$ cat src/rtl/gpio_ctl_pkg.sv
package gpio_ctl_pkg;
  // field positions inside one pin word
  localparam int PULL_LSB  = 0;
  localparam int OD_BIT    = 8;
  localparam int DIR_BIT   = 9;
  localparam int INEN_BIT  = 10;
  localparam int FUNC_LSB  = 12;
  localparam int LEVEL_BIT = 16;
  localparam int PAD_BIT   = 24;

  localparam logic [31:0] STORE_MASK = 32'h0001_3703;
  localparam logic [31:0] RESET_WORD = 32'h0000_0400;

  localparam logic [1:0] PULL_UP_CODE   = 2'b01;
  localparam logic [1:0] PULL_DOWN_CODE = 2'b10;

  // control -> datapath strobes
  typedef struct packed {
    logic wrStb;
    logic rdStb;
    logic hit;
  } regStrobe_t;
endpackage

$ cat src/rtl/gpio_ctl_decode.sv
module gpio_ctl_decode
  import gpio_ctl_pkg::*;
#(
  parameter int NUM_PORTS     = 2,
  parameter int PINS_PER_PORT = 8,
  parameter int ADDR_W        = 8,
  localparam int NUM_PINS     = NUM_PORTS * PINS_PER_PORT,
  localparam int PIN_IDX_W    = (NUM_PINS > 1) ? $clog2(NUM_PINS) : 1
) (
  input  logic                 busWrEn,
  input  logic                 busRdEn,
  input  logic [ADDR_W-1:0]    busAddr,
  output regStrobe_t           strb,
  output logic [PIN_IDX_W-1:0] pinSel
);
  logic [ADDR_W-6:0] portIdx;
  logic [2:0]        slotIdx;
  logic [1:0]        unusedAddrBits;
  int unsigned       flatIdx;

  assign portIdx        = busAddr[ADDR_W-1:5];
  assign slotIdx        = busAddr[4:2];
  assign unusedAddrBits = busAddr[1:0];

  always_comb begin
    flatIdx    = int'(portIdx) * PINS_PER_PORT + int'(slotIdx);
    pinSel     = flatIdx[PIN_IDX_W-1:0];
    strb.hit   = (int'(portIdx) < NUM_PORTS) && (int'(slotIdx) < PINS_PER_PORT);
    strb.wrStb = busWrEn;
    strb.rdStb = busRdEn;
  end
endmodule

$ cat src/rtl/gpio_ctl_datapath.sv
module gpio_ctl_datapath
  import gpio_ctl_pkg::*;
#(
  parameter int NUM_PORTS     = 2,
  parameter int PINS_PER_PORT = 8,
  localparam int NUM_PINS     = NUM_PORTS * PINS_PER_PORT,
  localparam int NUM_ALT      = NUM_PINS * 3,
  localparam int PIN_IDX_W    = (NUM_PINS > 1) ? $clog2(NUM_PINS) : 1
) (
  input  logic                 clk,
  input  logic                 rstN,
  input  regStrobe_t           strb,
  input  logic [PIN_IDX_W-1:0] pinSel,
  input  logic [31:0]          busWrData,
  output logic [31:0]          busRdData,
  input  logic [NUM_PINS-1:0]  padIn,
  input  logic [NUM_ALT-1:0]   altOut,
  input  logic [NUM_ALT-1:0]   altOe,
  output logic [NUM_PINS-1:0]  padOut,
  output logic [NUM_PINS-1:0]  padOe,
  output logic [NUM_PINS-1:0]  padPullUp,
  output logic [NUM_PINS-1:0]  padPullDown
);
  logic [31:0]         ctlWord [NUM_PINS];
  logic [NUM_PINS-1:0] padMeta;
  logic [NUM_PINS-1:0] padSync;
  logic [31:0]         selWord;

  // all fields of one write land on the same edge
  always_ff @(posedge clk) begin
    for (int p = 0; p < NUM_PINS; p++) begin
      if (!rstN) begin
        ctlWord[p] <= RESET_WORD;
      end else if (strb.wrStb && strb.hit && (int'(pinSel) == p)) begin
        ctlWord[p] <= busWrData & STORE_MASK;
      end
    end
  end

  always_ff @(posedge clk) begin
    if (!rstN) begin
      padMeta <= '0;
      padSync <= '0;
    end else begin
      padMeta <= padIn;
      padSync <= padMeta;
    end
  end

  always_comb begin
    selWord = '0;
    if (strb.hit) begin
      selWord = ctlWord[pinSel];
      selWord[PAD_BIT] = padSync[pinSel] & ctlWord[pinSel][INEN_BIT];
    end
  end

  always_ff @(posedge clk) begin
    if (!rstN) begin
      busRdData <= '0;
    end else if (strb.rdStb) begin
      busRdData <= selWord;
    end
  end

  for (genvar p = 0; p < NUM_PINS; p++) begin : g_pad
    localparam int BASE = p * 3;
    logic [1:0] func;
    logic [1:0] pull;
    logic       srcOe;
    logic       srcVal;
    logic       odMode;

    assign func   = ctlWord[p][FUNC_LSB +: 2];
    assign pull   = ctlWord[p][PULL_LSB +: 2];
    assign odMode = ctlWord[p][OD_BIT];

    always_comb begin
      case (func)
        2'd1:    begin srcOe = altOe[BASE];     srcVal = altOut[BASE];     end
        2'd2:    begin srcOe = altOe[BASE + 1]; srcVal = altOut[BASE + 1]; end
        2'd3:    begin srcOe = altOe[BASE + 2]; srcVal = altOut[BASE + 2]; end
        default: begin srcOe = ctlWord[p][DIR_BIT]; srcVal = ctlWord[p][LEVEL_BIT]; end
      endcase
    end

    assign padOe[p]       = odMode ? (srcOe & ~srcVal) : srcOe;
    assign padOut[p]      = odMode ? 1'b0 : srcVal;
    assign padPullUp[p]   = (pull == PULL_UP_CODE);
    assign padPullDown[p] = (pull == PULL_DOWN_CODE);
  end
endmodule

$ cat src/rtl/gpio_ctl_bank.sv
module gpio_ctl_bank
  import gpio_ctl_pkg::*;
#(
  parameter int NUM_PORTS     = 2,
  parameter int PINS_PER_PORT = 8,
  parameter int ADDR_W        = 8,
  localparam int NUM_PINS     = NUM_PORTS * PINS_PER_PORT,
  localparam int NUM_ALT      = NUM_PINS * 3
) (
  input  logic                clk,
  input  logic                rstN,
  input  logic                busWrEn,
  input  logic                busRdEn,
  input  logic [ADDR_W-1:0]   busAddr,
  input  logic [31:0]         busWrData,
  output logic [31:0]         busRdData,
  input  logic [NUM_PINS-1:0] padIn,
  input  logic [NUM_ALT-1:0]  altOut,
  input  logic [NUM_ALT-1:0]  altOe,
  output logic [NUM_PINS-1:0] padOut,
  output logic [NUM_PINS-1:0] padOe,
  output logic [NUM_PINS-1:0] padPullUp,
  output logic [NUM_PINS-1:0] padPullDown
);
  localparam int PIN_IDX_W = (NUM_PINS > 1) ? $clog2(NUM_PINS) : 1;

  regStrobe_t           strb;
  logic [PIN_IDX_W-1:0] pinSel;

  gpio_ctl_decode #(
    .NUM_PORTS(NUM_PORTS), .PINS_PER_PORT(PINS_PER_PORT), .ADDR_W(ADDR_W)
  ) u_decode (
    .busWrEn(busWrEn), .busRdEn(busRdEn), .busAddr(busAddr),
    .strb(strb), .pinSel(pinSel)
  );

  gpio_ctl_datapath #(
    .NUM_PORTS(NUM_PORTS), .PINS_PER_PORT(PINS_PER_PORT)
  ) u_datapath (
    .clk(clk), .rstN(rstN), .strb(strb), .pinSel(pinSel),
    .busWrData(busWrData), .busRdData(busRdData),
    .padIn(padIn), .altOut(altOut), .altOe(altOe),
    .padOut(padOut), .padOe(padOe),
    .padPullUp(padPullUp), .padPullDown(padPullDown)
  );
endmodule

$ cat config.mk
export PLATFORM = sky130hd
export DESIGN_NAME = gpio_ctl_bank
export DESIGN_NICKNAME = d
export VERILOG_FILES = /design/src/rtl/gpio_ctl_pkg.sv /design/src/rtl/gpio_ctl_decode.sv /design/src/rtl/gpio_ctl_datapath.sv /design/src/rtl/gpio_ctl_bank.sv
export SDC_FILE = /design/constraint.sdc
export NUM_CORES = 1
export LEC_CHECK = 0
export CORE_UTILIZATION = 43
export DETAILED_ROUTE_END_ITERATION = 6
export PLACE_DENSITY = 0.78
export REMOVE_ABC_BUFFERS = 1
export SETUP_SLACK_MARGIN = 0.02
export SKIP_LAST_GASP = 1
export SLEW_MARGIN = 20
export SYNTH_ARGS = -nofsm -noshare
export SYNTH_HDL_FRONTEND = slang
export SYNTH_SLANG_ARGS = --single-unit
export TNS_END_PERCENT = 30
$ cat constraint.sdc
create_clock -name clk -period 2.7 [get_ports clk]
set_input_delay 0.81 -clock clk [delete_from_list [all_inputs] [get_ports clk]]
set_output_delay 0.81 -clock clk [all_outputs]
set_load 0.01 [all_outputs]
==> impl_results.md, run 1 <==
- Pwr Density: 552 mW/mm^2
- ANT nets after route: 0
- CTS buffer count: 17
- Finished layout cell area: between 0.01 and 0.015 mm^2
- Worst path slowest cell: mux4_2
- Top-area cell type share of the netlist area: 45.1%
- Most area-consuming cells after synthesis: edfxtp_1, mux4_2, and2_1
- Sum Neg Setup Slack: -0.524 ns
- Rel. slew slack: 57.7%
- Core Box Area: 0.0195 mm^2
- Yosys warning total: 0
- Remaining DRCs: 0
- R2R Setup Slk: between 0.9 and 1 ns
- Placed inst area: ~0.011 mm^2
- Levels on crit path: 4
- Max VDD drop: about 0.00045 V
- Synth Area per Inst: about 14 um^2
- Status: finished, violations left
- Pleak: around 4.4 nW
- Total gr overflow: 0
- Drt pass-1 iters: 5
- Filler Cell Count: 1596
- Clk sinks: 169
- MaxCap Viol Count: 0
- Die width: 143 um
- Fraction of layout cells with a size suffix above 1: between 20 and 25%
- FF-to-FF path depth: 5
- Number of slew-limit violations in the final report: 0
- # setup viols final: 9
- GRT Total Usage: between 20% and 30%
- Async S/R FF share, synth: 0%
- Hold_sp: u_datapath.padMeta[6]$_SDFF_PN0_
- First-pass GRT wire length: around 33 mm
- Final nets: between 1000 and 1500
- Pre-CTS WS: -0.676 ns
- Worst endpoint data arrival time: around 2.0 ns
- Post-synth top cells: and2_1, edfxtp_1, mux4_2
- Mapped Area: between 0.008 and 0.009 mm^2
- Worst-path clk slew: approximately 0.060 ns
- Vias: ~6000
- Critical Path Max Stage Delay: roughly 0.47 ns
- Yosys cell types: 40
- Setup Buffers After CTS: 0
- Required @ worst endpoint: 1.89 ns
- Crit share post-route: 103%
- Post-route setup slack: -0.0734 ns
- HPWL after DPL: around 16 mm
- Final Hold Vio Count: 0
- Buffers on Ports: between 200 and 250
- Routability cong.: 0.867
- Sequential-to-total area share from yosys stat: a little over half
- CP Cell Sequence: clkdlybuf4s50_1 -> mux4_2 -> a21boi_1 -> buf_2
- Num ports: 252
- Wirelength per Cell: around 19 um
- Initial antenna violation count: 0
- H-tree lvl count: 4
- Reg-to-reg critical path endpoint: u_datapath.busRdData[13]$_SDFFE_PN0P_
- Area grow syn2layout: 34.9%
- Hold path depth: 1
- Diodes inserted: 0
- Least-Margin Pin Slew: 0.632 ns
- CTS tree: yes
- Vias per inst: 5.29
- Count leader, synth: and2_1
- EDFF count, synth: roughly 130
- WHS: 0.433 ns
- CP bufs+invs: 2
- Die height: about 140 um
- Worst hold endpoint: u_datapath.padSync[6]$_SDFF_PN0_
- Footprint of the multi-input gates: roughly 0.0037 mm^2
- FF+latch area: around 0.0047 mm^2
- Worst setup path class: in -> out
- WL final: around 22 mm
- Clk_lat worst skew: roughly 0.43 ns
- Max Freq: approximately 360 MHz
- Full die area: 0.0204 mm^2
- CTS max path bufs: 2
- Critical Path Start Type: input pin
- Synth Instances: a little over 600
- Fin crit period: approximately 2.8 ns
- Site row count: 51
- Setup Skew: just over 0.007 ns
- 1st-iter DRT viols: 490
- Hold WC Path Type: reg -> reg
- Top_reg_cell synth: edfxtp_1
- Cell taking the most area after synthesis: edfxtp_1
- Pin count of the biggest net entering global routing: 55
- Critical R2R Launch: u_datapath.ctlWord[11][6]$_SDFFCE_PN0P_
- Number of global-route vias before repair: roughly 5800
- Worst Setup End Kind: output pin
- Synthesized flop and latch total: ~170
- CTS root buf: clkbuf_16
- Initial core utilization: between 40% and 50%
- Crit-path max FO: 2
- RSZ-0062 raised after global routing: true
- Failing checks: setup timing
- CP top delay family: buffers and inverters
-- cells in the final DEF, fill, tap and decap left out, drive strengths merged, types with 4 or more instances in the layout --
cell type	instances
conb	23
or3	16
nor2	19
and2	145
clkbuf	18
a221oi	7
a21boi	17
mux4	64
nand2b	5
a22o	7
nand3b	7
buf	82
edfxtp	128
clkinv	4
dfxtp	41
clkdlybuf4s50	93
nand2	9
dlymetal6s2s	22
nor2b	53
o21ai	24
mux2	5
dlygate4sd2	53
clkinvlp	5
-- metrics by stage --
stage	total power [mW]	cells	util (%)
after floorplan	3.42	588	-
after global placement	3.99	1103	56.6
after detailed placement	4.01	1103	56.6
after CTS	6.39	1135	58.7
after global routing	6.57	1135	59.1
final	6.35	1135	59.1
-- how the worst max path moves through the flow --
| stage | endpoint | startpoint | slack (ns) |
|---|---|---|---|
| finish | padOe[4] | altOut[12] | -0.07 |
| global route | padOut[6] | altOut[18] | -0.11 |
| CTS | padOe[4] | altOut[12] | -0.08 |
| detailed placement | padOe[11] | altOut[33] | -0.68 |
| global placement | padOe[11] | altOut[35] | -0.69 |
| floorplan | u_datapath.ctlWord[0][0]$_SDFFCE_PN0P_ | busAddr[2] | 0.24 |
-- per-layer routing --
layer  up-vias  GRT usage (%)  routed length, um
met5         -              0                  0
met4         0           8.66                474
met3        31           5.16               1630
met2       262           36.0              10500
met1      2969           28.2               8950
li1       2742              -                  -
-- power breakdown --
part	switching [mW]	internal, mW	total, mW
clock	1.01	1.46	2.46
combinational	0.362	0.498	0.860
sequential	0.102	2.92	3.03
-- registers in the layout (all words and copies together) (netlist names) --
name / flops
u_datapath.padSync: 16
u_datapath.padMeta: 16
u_datapath.busRdData: 9
u_datapath.ctlWord: 128
-- area by class of cell --
type	instances	share of cell area, %
inverter	1	0.0326
multi-input combinational	418	31.8
clock buffer	18	3.73
clock inverter	14	1.49
timing repair buffer	250	19.5
tap	265	2.88
sequential	169	40.6
-- cells by family (layout without fill, tap and decap cells) --
family	after synthesis	after routing	share of synthesized area (%)
AO/OA/AOI/OAI	64	64	5.20
buffers and inverters	58	283	3.86
flip-flops	169	169	54.7
multiplexers	70	70	17.7
other	1	23	0.0440
AND/OR/NAND/NOR	261	261	18.5
-- timing repair --
action                     4_1_cts  5_1_grt
pin swaps                       12        6
setup endpoints to repair       32       15
hold buffers                     0        0
gates resized for setup        210       26
Note: power is estimated with default switching activity, not from simulation.
==> run 2, diff against run 1 <==
Settings changed: CORE_MARGIN from default to 8.
==> impl_results.md, run 2 (synthesized netlist as in run 1, its figures left out) <==
- Hold WC Path Type: reg -> reg
- Crit share post-route: 102%
- Hold path depth: 1
- Site row count: between 50 and 60
- Post-cts hold buffer count: 0
- Total gr overflow: 0
- Setup Buffers After CTS: 0
- Pleak: roughly 4.3 nW
- GRT Total Usage: 19.3%
- CTS root buf: clkbuf_16
- Max VDD drop: between 0.0004 and 0.0005 V
- Worst endpoint data arrival time: a little under 2 ns
- First-pass GRT wire length: between 30 and 40 mm
- Largest register FFs: approximately 130
- Number of global-route vias before repair: between 6000 and 7000
- MaxCap Viol Count: 0
- Buffers on Ports: between 200 and 250
- Diodes inserted: 0
- Worst hold endpoint: u_datapath.padSync[3]$_SDFF_PN0_
- Rel. slew slack: 52.7%
- Inst Count DP: 1101
- Final nets: 1011
- FF+latch area: 0.00466 mm^2
- Max Freq: approximately 360 MHz
- HPWL after DPL: approximately 18 mm
- Vias: 5999
- Biggest regs: u_datapath.ctlWord: 128 flops, u_datapath.padMeta: 16 flops, u_datapath.padSync: 16 flops
- 1st-iter DRT viols: 518
- Failing checks: setup timing
- Fraction of layout cells with a size suffix above 1: around 22%
- Worst Setup End Kind: output pin
- Clk_lat worst skew: roughly 0.43 ns
- Pin count of the biggest net entering global routing: 33
- CTS tree: yes
- Status: finished, violations left
- Largest reg by FF count: u_datapath.ctlWord
- Number of slew-limit violations in the final report: 0
- Worst setup path class: in -> out
- Post-route setup slack: -0.0657 ns
- Worst-path clk slew: about 0.06 ns
- ANT nets after route: 0
- WL final: around 24 mm
- Area grow syn2layout: 33.8%
- Footprint of the multi-input gates: around 0.0037 mm^2
- Drt pass-1 iters: 5
- CTS max path bufs: 2
- Die width: 157 um
- Fin crit period: between 2 and 3 ns
- Finished Layout Cells: approximately 1100
- H-tree lvl count: 4
- Clk sinks: between 150 and 200
- Placed inst area: 0.0110 mm^2
- Remaining DRCs: 0
- Most frequent cells in the layout: and2_1, edfxtp_1, clkdlybuf4s50_1
- Filler Cell Count: 1598
- Setup Skew: 0.0102 ns
- Hold_sp: u_datapath.padMeta[3]$_SDFF_PN0_
- Core Box Area: between 0.015 and 0.02 mm^2
- Initial core utilization: between 40% and 50%
- Initial antenna violation count: 0
- R2R Setup Slk: just over 0.9 ns
- Critical R2R Launch: u_datapath.ctlWord[14][2]$_SDFFCE_PN0P_
- Final Hold Vio Count: 0
- Critical Path Start Type: input pin
- CTS buffer count: 17
- Crit-path max FO: 2
- Commonest non-fill, non-tap cell in the layout: and2_1
- RSZ-0062 raised after global routing: true
- Die height: between 150 and 200 um
- Routability cong.: approximately 0.88
- # setup viols final: 9
- WHS: ~0.43 ns
- Pwr Density: between 500 and 600 mW/mm^2
- Vias per inst: roughly 5.3
- Required @ worst endpoint: approximately 1.9 ns
- Num ports: around 250
- Least-Margin Pin Slew: 0.707 ns
- Reg-to-reg critical path endpoint: u_datapath.busRdData[8]$_SDFFE_PN0P_
- Finished layout cell area: approximately 0.011 mm^2
- Wirelength per Cell: 20.8 um
- Full die area: ~0.025 mm^2
- FF-to-FF path depth: 4
==> run 2: cell count changes in the layout (fill, tap and decap cells not counted), sizes merged <==
cell and change:
buf -2, dlygate4sd2 +11, dlymetal6s2s -11, clkinv +2, clkinvlp -5, bufinv -3, inv +3, clkbuf +3
==> run 2: report_power, final <==
part	leakage [nW]	total, mW	internal [mW]	switching (mW)
sequential	1.56	3.03	2.92	0.106
clock	0.289	2.35	1.32	1.02
combinational	2.47	0.863	0.493	0.369
==> run 2: critical path, cell delays in order <==
cell	delay, ns
clkdlybuf4s50_1	0.39
mux4_2	0.47
nor2b_1	0.14
buf_2	0.14
==> run 2: area by class of cell <==
class | instances | area share [%]
sequential | 169 | 40.9
clock buffer | 21 | 4.32
tap | 265 | 2.91
inverter | 1 | 0.0329
timing repair buffer | 248 | 19.0
clock inverter | 11 | 0.735
multi-input combinational | 418 | 32.1
==> run 2: worst max path at each step <==
| stage | slack (ns) | end | startpoint |
|---|---|---|---|
| detailed placement | -0.65 | padOe[11] | altOut[34] |
| global placement | -0.64 | padOe[11] | altOut[34] |
| finish | -0.07 | padOut[3] | altOut[11] |
| CTS | -0.07 | padOut[10] | altOut[32] |
| global route | -0.10 | padOe[3] | altOut[9] |
| floorplan | 0.24 | u_datapath.ctlWord[0][0]$_SDFFCE_PN0P_ | busAddr[2] |
==> run 2: timing repair <==
item                       4_1_cts  5_1_grt
setup endpoints to repair       32       15
gates resized for setup        228       13
pin swaps                       15        2
==> run 2: stage by stage <==
step	setup slack, ns	utilization (%)	TNS (ns)	power, mW
floorplan	0.236	-	0	3.42
global placement	-0.643	56.5	-15.23	3.99
detailed placement	-0.647	56.5	-15.85	4.01
CTS	-0.0715	58.4	-0.852	6.27
global route	-0.105	58.6	-0.773	6.45
finish	-0.0657	58.6	-0.500	6.24
==> run 2: routing by layer <==
layer	wire [um]	GRT usage [%]
met5	0	0
met4	395	4.99
met3	1910	5.76
met2	11800	32.9
met1	9490	23.4
==> run 3, diff against run 2 <==
Settings changed: ABC_AREA from default to 1, CORE_UTILIZATION 43 to 44, SLEW_MARGIN 20 to 25.
==> impl_results.md, run 3 <==
- Status: finished, violations left
- Failing checks: setup timing
- Finished layout cell area: approximately 0.012 mm^2
- Number of slew-limit violations in the final report: 0
- Worst path slowest cell: clkdlybuf4s50_1
- Synthesized flop and latch total: approximately 170
- Top sig layer: met5
- Worst Setup End Kind: output pin
- H-tree lvl count: 4
- CTS root buf: clkbuf_16
- Final nets: between 1500 and 2000
- Max Freq: 367 MHz
- Area grow syn2layout: 34.6%
- Worst-path clk slew: about 0.060 ns
- Total gr overflow: 0
- Crit-path max FO: 2
- Util after Layout: roughly 60%
- Fraction of layout cells with a size suffix above 1: roughly an eighth
- EDFF count, synth: roughly 130
- Count leader, synth: nand2_1
- Most frequent cell on the critical path: nand3_1
- Cell taking the most area after synthesis: edfxtp_1
- Hold WC Path Type: reg -> reg
- 1st-iter DRT viols: between 700 and 800
- Drt pass-1 iters: 5
- CP Cell Sequence: clkdlybuf4s50_1 -> nand3_1 -> nand3_1 -> o31ai_1 -> nor2_1 -> dlygate4sd2_1
- Worst setup path class: in -> out
- Routability cong.: roughly 0.85
- Finished Layout Cells: between 1500 and 2000
- Largest register FFs: 128
- HPWL after DPL: approximately 20 mm
- Inst Count DP: 1617
- Core Box Area: ~0.02 mm^2
- RSZ-0062 raised after global routing: true
- Filler Cell Count: 1718
- Max VDD drop: 0.000463 V
- Post-route setup slack: -0.0238 ns
- Post-synth top cells: nand2_1, nor2_1, inv_1
- Synth Instances: roughly 1100
- MaxCap Viol Count: 0
- Commonest non-fill, non-tap cell in the layout: nand2_1
- Synth Area per Inst: around 7.9 um^2
- Pwr Density: about 520 mW/mm^2
- Largest reg by FF count: u_datapath.ctlWord
- Rel. slew slack: between 50% and 60%
- Remaining DRCs: 0
- Wire length on met2: between 10 and 15 mm
- Setup Buffers After CTS: 0
- Diodes inserted: 0
- Biggest regs: u_datapath.ctlWord: 128 flops, u_datapath.padMeta: 16 flops, u_datapath.padSync: 16 flops
- Num ports: approximately 250
- Worst endpoint data arrival time: 1.91 ns
- Crit share post-route: 101%
- Required @ worst endpoint: roughly 1.9 ns
- Wirelength per Cell: ~16 um
- Top-area cell type share of the netlist area: ~43%
- Fin crit period: between 2 and 3 ns
- Most frequent cells in the layout: nand2_1, nor2_1, inv_1
- Initial antenna violation count: 1
- # setup viols final: 6
- Final Hold Vio Count: 0
- Yosys warning total: 0
- Die height: between 150 and 200 um
- Placed inst area: about 0.011 mm^2
- Clk sinks: roughly 170
- WL final: 26.5 mm
- Setup Skew: around 0.0065 ns
- Pin count of the biggest net entering global routing: just under 50
- Vias: 8372
- Top_reg_cell synth: edfxtp_1
- Wire length on met3: approximately 2.6 mm
- M1 wire length: roughly 10 mm
- Pleak: around 5.5 nW
- Least-Margin Pin Slew: roughly 0.66 ns
- Buffers on Ports: 202
- GRT Total Usage: between 20% and 30%
- Die width: about 160 um
- Vias per inst: 5.08
- Critical Path Start Type: input pin
- Clk_lat worst skew: around 0.42 ns
- Initial core utilization: about 45%
- CTS max path bufs: 2
- Yosys cell types: 34
- Full die area: 0.0252 mm^2
- Number of global-route vias before repair: around 8300
- First-pass GRT wire length: ~42 mm
- ANT nets after route: 0
- Mapped Area: about 0.009 mm^2
- Sequential-to-total area share from yosys stat: a little over half
- CTS buffer count: 17
- Most area-consuming cells after synthesis: edfxtp_1, nand2_1, dfxtp_1
- Async S/R FF share, synth: 0%
- Critical Path Max Stage Delay: around 0.46 ns
- Site row count: between 50 and 60
- Pre-CTS WS: -0.447 ns
- CTS tree: yes
run 3: layout make-up:
type	count	area [um^2]	area share, %
clock inverters	15	134	1.11
repair buffers	251	2350	19.5
clock buffers	17	425	3.53
flip-flops and latches	169	4660	38.7
multi-input cells	746	3470	28.8
well taps	270	338	2.80
inverters	181	679	5.63
run 3: metrics by stage:
step | power [mW] | setup TNS [ns] | hold WS [ns]
2_1_floorplan | 3.47 | 0 | 0.390
3_3_place_gp | 4.05 | -10.44 | 0.394
3_5_place_dp | 4.07 | -11.37 | 0.395
4_1_cts | 6.33 | -0.689 | 0.409
5_1_grt | 6.56 | -0.864 | 0.437
6_report | 6.33 | -0.0974 | 0.409
run 3: kinds of logic (layout without fill, tap and decap cells):
family          after synthesis  after routing  share of synthesized area (%)
buf+inv                     235            464                           11.3
flops                       169            169                           52.1
other cells                   1             23                         0.0418
simple gates                606            606                           29.3
compound gates              117            117                           7.30
run 3: path summary, 6_finish.rpt:
path	start	end	slack, ns	depth (start not counted)
worst min register to register	u_datapath.padMeta[12]$_SDFF_PN0_	u_datapath.padSync[12]$_SDFF_PN0_	0.41	2
worst max register to register	u_datapath.ctlWord[13][5]$_SDFFCE_PN0P_	u_datapath.busRdData[12]$_SDFFE_PN0P_	1.19	8
worst min-delay path	u_datapath.padMeta[12]$_SDFF_PN0_	u_datapath.padSync[12]$_SDFF_PN0_	0.41	2
worst max-delay path	altOut[3]	padOut[1]	-0.02	6
run 3: report_power, final:
group	total, mW	switching (mW)	internal [mW]
Sequential	3.03	0.106	2.92
Combinational	0.992	0.535	0.457
Clock	2.30	0.963	1.34
Total	6.33	1.60	4.72
run 3: worst max-delay path, delay by kind of cell:
kind / cells / cell delay, ns
AND/OR/NAND/NOR: 3 / 0.28
buffers and inverters: 2 / 0.74
AO/OA/AOI/OAI: 1 / 0.09
run 3: routing by layer:
layer  vias up  track usage [%]
li1       4080                -
met1      3826             23.6
met2       421             36.2
met3        43             5.92
met4         2             6.28
met5         -                0
run 3: what timing repair did:
action                                 4_1_cts  5_1_grt
endpoints found under the hold margin        0        0
pin swaps                                   20       12
cloned                                       0        0
setup endpoints to repair                   32       29
hold buffers                                 0        0
gates resized for setup                    120       50
